$ cat src/rtl/uart_irq_pkg.sv
package uart_irq_pkg;

    localparam int CH_N   = 2;
    localparam int NIB_W  = 4;
    localparam int REG_W  = CH_N * NIB_W;
    localparam int ADDR_W = 3;
    localparam int PIN_N  = 2 * CH_N;

    localparam int ST_TX  = 0;
    localparam int ST_RX  = 1;
    localparam int ST_BRK = 2;
    localparam int ST_PIN = 3;

    typedef enum logic [ADDR_W-1:0] {
        RA_STAT   = 3'd0,
        RA_STAT_A = 3'd1,
        RA_STAT_B = 3'd2,
        RA_MASK   = 3'd3,
        RA_MASK_A = 3'd4,
        RA_MASK_B = 3'd5,
        RA_PINS   = 3'd6,
        RA_BRK    = 3'd7
    } reg_sel_e;

    typedef struct packed {
        logic tx_empty;
        logic tx_ready;
        logic rx_full;
        logic rx_nempty;
    } fifo_flags_t;

    typedef struct packed {
        logic tx_sel;
        logic rx_sel;
    } src_mode_t;

    // bit 1 = receive cause, bit 0 = transmit cause
    function automatic logic [1:0] pick_ready(fifo_flags_t f, src_mode_t m);
        logic tx_bit;
        logic rx_bit;
        tx_bit = m.tx_sel ? f.tx_empty : f.tx_ready;
        rx_bit = m.rx_sel ? f.rx_full  : f.rx_nempty;
        return {rx_bit, tx_bit};
    endfunction

endpackage

$ cat src/rtl/irq_pin_watch.sv
module irq_pin_watch #(
    parameter int SYNC_STAGES = 2
) (
    input  logic clk,
    input  logic rst,
    input  logic pin,
    input  logic clr,
    output logic level,
    output logic chg,
    output logic flag
);
    logic [SYNC_STAGES-1:0] sync_q;
    logic                   prev_q;
    logic                   flag_q;

    always_ff @(posedge clk) begin
        if (rst) begin
            sync_q <= '0;
            prev_q <= 1'b0;
            flag_q <= 1'b0;
        end else begin
            sync_q[0] <= pin;
            for (int i = 1; i < SYNC_STAGES; i++) begin
                sync_q[i] <= sync_q[i-1];
            end
            prev_q <= sync_q[SYNC_STAGES-1];
            flag_q <= chg | (flag_q & ~clr);
        end
    end

    assign level = sync_q[SYNC_STAGES-1];
    assign chg   = level ^ prev_q;
    assign flag  = flag_q;

endmodule

$ cat src/rtl/irq_chan.sv
module irq_chan
    import uart_irq_pkg::*;
(
    input  logic              clk,
    input  logic              rst,
    input  fifo_flags_t       flags,
    input  src_mode_t         mode,
    input  logic              brk_raw,
    input  logic              brk_clr,
    input  logic [1:0]        pin_chg,
    input  logic              pins_read,
    output logic [NIB_W-1:0]  status,
    output logic              brk_chg,
    output logic              brk_lat
);
    logic brk_q;
    logic brk_lat_q;
    logic pin_lat_q;
    logic any_pin_chg;

    assign brk_chg     = brk_raw ^ brk_q;
    assign any_pin_chg = |pin_chg;

    always_ff @(posedge clk) begin
        if (rst) begin
            brk_q     <= 1'b0;
            brk_lat_q <= 1'b0;
            pin_lat_q <= 1'b0;
        end else begin
            brk_q <= brk_raw;
            if (brk_chg) begin
                brk_lat_q <= 1'b1;
            end else if (brk_clr) begin
                brk_lat_q <= 1'b0;
            end
            if (any_pin_chg) begin
                pin_lat_q <= 1'b1;
            end else if (pins_read) begin
                pin_lat_q <= 1'b0;
            end
        end
    end

    logic [1:0] ready_bits;
    assign ready_bits = pick_ready(flags, mode);

    always_comb begin
        status         = '0;
        status[ST_TX]  = ready_bits[0];
        status[ST_RX]  = ready_bits[1];
        status[ST_BRK] = brk_lat_q;
        status[ST_PIN] = pin_lat_q;
    end

    assign brk_lat = brk_lat_q;

endmodule

$ cat src/rtl/irq_regs.sv
module irq_regs
    import uart_irq_pkg::*;
(
    input  logic              clk,
    input  logic              rst,
    input  logic [ADDR_W-1:0] addr,
    input  logic              wr,
    input  logic              rd,
    input  logic [REG_W-1:0]  wdata,
    input  logic [NIB_W-1:0]  stat_a,
    input  logic [NIB_W-1:0]  stat_b,
    input  logic [REG_W-1:0]  pins_view,
    input  logic [CH_N-1:0]   brk_view,
    output logic [REG_W-1:0]  rdata,
    output logic [REG_W-1:0]  mask,
    output logic              pins_clr
);
    reg_sel_e          sel;
    logic [REG_W-1:0]  mask_q;

    assign sel = reg_sel_e'(addr);

    always_ff @(posedge clk) begin
        if (rst) begin
            mask_q <= '0;
        end else if (wr) begin
            case (sel)
                RA_MASK:   mask_q                <= wdata;
                RA_MASK_A: mask_q[NIB_W-1:0]     <= wdata[NIB_W-1:0];
                RA_MASK_B: mask_q[REG_W-1:NIB_W] <= wdata[NIB_W-1:0];
                default:   mask_q                <= mask_q;
            endcase
        end
    end

    always_comb begin
        rdata = '0;
        case (sel)
            RA_STAT:   rdata = {stat_b, stat_a};
            RA_STAT_A: rdata[NIB_W-1:0] = stat_a;
            RA_STAT_B: rdata[NIB_W-1:0] = stat_b;
            RA_MASK:   rdata = mask_q;
            RA_MASK_A: rdata[NIB_W-1:0] = mask_q[NIB_W-1:0];
            RA_MASK_B: rdata[NIB_W-1:0] = mask_q[REG_W-1:NIB_W];
            RA_PINS:   rdata = pins_view;
            RA_BRK:    rdata[CH_N-1:0] = brk_view;
            default:   rdata = '0;
        endcase
    end

    assign mask     = mask_q;
    assign pins_clr = rd && (sel == RA_PINS);

endmodule

$ cat src/rtl/uart_irq_agg.sv
module uart_irq_agg
    import uart_irq_pkg::*;
#(
    parameter int SYNC_STAGES = 2
) (
    input  logic              clk,
    input  logic              rst,
    input  logic [1:0]        tx_fifo_empty,
    input  logic [1:0]        tx_ready,
    input  logic [1:0]        rx_fifo_full,
    input  logic [1:0]        rx_fifo_nempty,
    input  logic [1:0]        tx_sel,
    input  logic [1:0]        rx_sel,
    input  logic [1:0]        rx_break,
    input  logic [1:0]        break_reset,
    input  logic [1:0]        cts_in,
    input  logic [1:0]        dcd_in,
    input  logic [2:0]        reg_addr,
    input  logic              reg_wr,
    input  logic              reg_rd,
    input  logic [7:0]        reg_wdata,
    output logic [7:0]        reg_rdata,
    output logic [1:0]        irq
);
    // pin index: 0 = A cts, 1 = B cts, 2 = A dcd, 3 = B dcd
    logic [PIN_N-1:0] pin_in;
    logic [PIN_N-1:0] pin_level;
    logic [PIN_N-1:0] pin_chg;
    logic [PIN_N-1:0] pin_flags;
    logic             pins_clr;
    logic [REG_W-1:0] mask_q;
    logic [CH_N-1:0]  brk_chg;
    logic [CH_N-1:0]  brk_lat;
    logic [CH_N-1:0]  pin_stat;
    logic [NIB_W-1:0] chan_stat [CH_N];

    assign pin_in = {dcd_in, cts_in};

    generate
        for (genvar p = 0; p < PIN_N; p++) begin : g_pin
            irq_pin_watch #(.SYNC_STAGES(SYNC_STAGES)) watch_i (
                .clk   (clk),
                .rst   (rst),
                .pin   (pin_in[p]),
                .clr   (pins_clr),
                .level (pin_level[p]),
                .chg   (pin_chg[p]),
                .flag  (pin_flags[p])
            );
        end

        for (genvar c = 0; c < CH_N; c++) begin : g_ch
            fifo_flags_t ff;
            src_mode_t   md;
            assign ff.tx_empty  = tx_fifo_empty[c];
            assign ff.tx_ready  = tx_ready[c];
            assign ff.rx_full   = rx_fifo_full[c];
            assign ff.rx_nempty = rx_fifo_nempty[c];
            assign md.tx_sel    = tx_sel[c];
            assign md.rx_sel    = rx_sel[c];

            irq_chan chan_i (
                .clk       (clk),
                .rst       (rst),
                .flags     (ff),
                .mode      (md),
                .brk_raw   (rx_break[c]),
                .brk_clr   (break_reset[c]),
                .pin_chg   ({pin_chg[CH_N + c], pin_chg[c]}),
                .pins_read (pins_clr),
                .status    (chan_stat[c]),
                .brk_chg   (brk_chg[c]),
                .brk_lat   (brk_lat[c])
            );

            assign pin_stat[c] = chan_stat[c][ST_PIN];
            assign irq[c] = |(chan_stat[c] & mask_q[c*NIB_W +: NIB_W]);
        end
    endgenerate

    irq_regs regs_i (
        .clk       (clk),
        .rst       (rst),
        .addr      (reg_addr),
        .wr        (reg_wr),
        .rd        (reg_rd),
        .wdata     (reg_wdata),
        .stat_a    (chan_stat[0]),
        .stat_b    (chan_stat[1]),
        .pins_view ({pin_flags, pin_level}),
        .brk_view  (brk_lat),
        .rdata     (reg_rdata),
        .mask      (mask_q),
        .pins_clr  (pins_clr)
    );

endmodule

$ cat config.mk
export PLATFORM = sky130hd
export DESIGN_NAME = uart_irq_agg
export DESIGN_NICKNAME = d
export VERILOG_FILES = /design/src/rtl/uart_irq_pkg.sv /design/src/rtl/irq_pin_watch.sv /design/src/rtl/irq_chan.sv /design/src/rtl/irq_regs.sv /design/src/rtl/uart_irq_agg.sv
export SDC_FILE = /design/constraint.sdc
export NUM_CORES = 1
export LEC_CHECK = 0
export ABC_AREA = 0
export BUFFER_PORTS_ARGS = -buffer_cell sky130_fd_sc_hd__buf_2
export CAP_MARGIN = 15
export CORE_ASPECT_RATIO = 0.5
export CORE_MARGIN = 2
export CORE_UTILIZATION = 45
export DETAILED_ROUTE_END_ITERATION = 12
export GPL_TIMING_DRIVEN = 0
export PLACE_DENSITY = 0.74
export SETUP_SLACK_MARGIN = 0.4
export SLEW_MARGIN = 0
export SYNTH_ARGS = -nofsm -noshare
export SYNTH_HDL_FRONTEND = slang
export SYNTH_SLANG_ARGS = --single-unit
$ cat constraint.sdc
create_clock -name clk -period 1.39 [get_ports clk]
set_input_delay 0.278 -clock clk [delete_from_list [all_inputs] [get_ports clk]]
set_output_delay 0.278 -clock clk [all_outputs]
set_load 0.02 [all_outputs]
==> impl_metrics.tcl <==
set metrics [dict create \
    outcome "complete, but fails checks" \
    violations "negative setup slack" \
    numCtsBuffers 5 \
    viasPerCell 5.75 \
    worstSetupEndpointType "primary output" \
    worst_pin_slew_ps 630 \
    post_drt_wl_per_cell_um 17.5 \
    cap_violations 0 \
    min_period_ps 1660 \
    synth-seq-area-share_pct 41.5 \
    crit_path_start_kind "flip-flop" \
    place_congestion 0.872 \
    antenna_found_initial 0 \
    slew_viol_final 0 \
    async_flop_share_pct 0 \
    fin_tns_setup_ps -1900 \
    peakVddDrop_mv 0.701 \
    synth_top_cell_by_area "dfxtp_1" \
    wl_mm 4.54 \
    synth.top_cells.by_area "dfxtp_1, nor2b_1, a22o_1" \
    drc 0 \
    synth_nets 196 \
    hpwlAfterDp_mm 2.56 \
    fmax_ghz 0.602 \
    die_w_um 84.2 \
    yosys.area.top_type_share_pct 41.5 \
    ioPinCount 45 \
    hp-start "dcd_in[1]" \
    first_pass_iters 6 \
    die_h_um 44.1 \
    finClkSkew_ps 11.7 \
    drive_above_1_share_pct 52.5 \
    synth_area_um2 1450 \
    layout.nets 253 \
    die_area_um2 3710 \
    hold_class "in -> reg" \
    synth.avg_cell_area_um2 8.98 \
    synth_edf_count 0 \
    clkSinkCount 30 \
    worstPathArrival_ps 1380 \
    synth_ff_type "dfxtp_1" \
    reg2reg_from "g_pin[2].watch_i.sync_q[1]" \
    period_share_pct 120 \
    via_count 1490 \
    path_class "reg -> out" \
    power_leakage_uw 0.000921 \
    grt-ovfl-total 0 \
    diodes 0 \
    hold_violations 0 \
    slew_headroom_pct 58.0 \
    row_count 14 \
    setup.worst_path.start "regs_i.mask[0]" \
    fin_ws_ps -272 \
    synth_seq_cells 30 \
    synth_cell_types 32 \
    clk_pin_slew_ps 70 \
    cts_max_level 2 \
    synth_warnings 0 \
    cts_hold_buffers 0 \
    crit_required_ps 1110 \
    portBuffers 42 \
    syn_inst 161 \
    cts_tree "built" \
    insertion_delay_ps 290 \
    first_iter_violations 145 \
    detail-route-antenna-nets 0 \
    finish.utilization_pct 73.6 \
    grt_max_degree 11 \
    synthToLayoutAreaGrowth_pct 54.2 \
    hold_ws_ps 205 \
    coreArea_um2 3030 \
    cp_max_fo 3 \
    clockRootBuffer "clkbuf_8" \
    grt_pass1_vias 1333 \
    start_util_pct 47.7 \
    final-setup-viol-count 10 \
    clk_path_buf_depth 2 \
    rsz0062_at_grt "yes" \
    grt_use_total_pct 21.2 \
    p_per_area_nw_per_um2 982 \
    grt_pass1_wl_mm 5.98 \
]
## metrics by stage
stage | area (µm²) | total power (µW) | cells | worst slack, ps
after floorplan | 1530 | 1190 | 161 | 12.4
after global placement | 1790 | 1310 | 243 | -280
after detailed placement | 1790 | 1310 | 243 | -274
after CTS | 2030 | 2100 | 256 | -208
after global routing | 2230 | 2270 | 259 | -306
final | 2230 | 2190 | 259 | -272
## state kept, by name, summed over array words and instances, names as in the netlist
signal and flops:
g_ch.chan_i.brk_q 2, g_pin.watch_i.prev_q 4, g_ch.chan_i.brk_lat 2, g_ch.chan_i.pin_lat_q 2, regs_i.mask 8, g_pin.watch_i.sync_q 8
g_pin.watch_i.flag 4
## cells in the final DEF, fill, tap and decap left out, types with 4 or more instances in the layout
cell type  synthesis  layout
buf_2              3      32
dfxtp_1           30      22
nand2_1           18      16
nor2b_1           18      16
buf_6              2      14
a21oi_1           12       8
a22o_1             8       8
xnor2_1            6       6
clkbuf_8           0       6
dfxtp_2            0       6
buf_8              0       5
buf_4              1       5
mux2i_1            7       5
nand3_2            0       5
nor2_2             0       4
a211oi_2           0       4
a21oi_2            1       4
## logic make-up after synthesis
logic type,after synthesis,synth area share [%]
AOI/OAI and AO/OA,40,19.4
xor gates and xnor gates,7,4.24
buffers and inverters,12,4.67
DFF,30,41.5
muxes,12,8.74
and+or+nand+nor,60,21.5
## synth_stat cells (all sizes together), types with 5 or more instances
cell type and n:
mux2 5, buf 6, a21oi 13, xnor2 6, nor2b 18, nand2 18, nor2 6, dfxtp 30
mux2i 7, clkbuf 5, nand3 7, a22o 8
## power breakdown
part	switching (µW)	total, µW	leakage [µW]	internal [µW]
Sequential	46.5	957	0.000251	910
Clock	359	757	0.0000472	398
Combinational	233	476	0.000623	243
Total	639	2190	0.000921	1550
## worst max-delay path: stages (launching register included)
cell	delay, ps
dfxtp_1	370
a222oi_1	480
o21ai_2	110
buf_6	150
## layout make-up
type	instances	area [µm²]
clock buffer	6	82.6
sequential	30	616
inverter	1	3.75
fill	213	801
timing repair buffer	50	360
multi-input combinational	119	996
clock inverter	2	12.5
tap	40	50.0
buffer	11	109
## per-layer routing
layer  global-route usage, %  wire length, µm  up-vias
met5                       0                0        -
li1                        -                -      682
met3                    7.09              480       29
met1                    25.8             1730      683
met4                    10.6              257        0
met2                    34.6             2080       96
## what timing repair did
item,CTS,global route
pin swaps,13,17
gates cloned,1,0
gates resized for setup,33,47
setup endpoints to repair,18,24
setup buffers,4,3
## final timing paths
| kind | to | slack, ps | cells after the start |
|---|---|---|---|
| worst min-delay path | g_pin[3].watch_i.sync_q[0] | 200 | 2 |
| worst min register to register | g_pin[0].watch_i.sync_q[1] | 440 | 1 |
| worst max register to register | g_ch[0].chan_i.pin_lat_q | 570 | 2 |
| worst max-delay path | irq[0] | -270 | 3 |
Note: power is estimated with default switching activity, not from simulation.
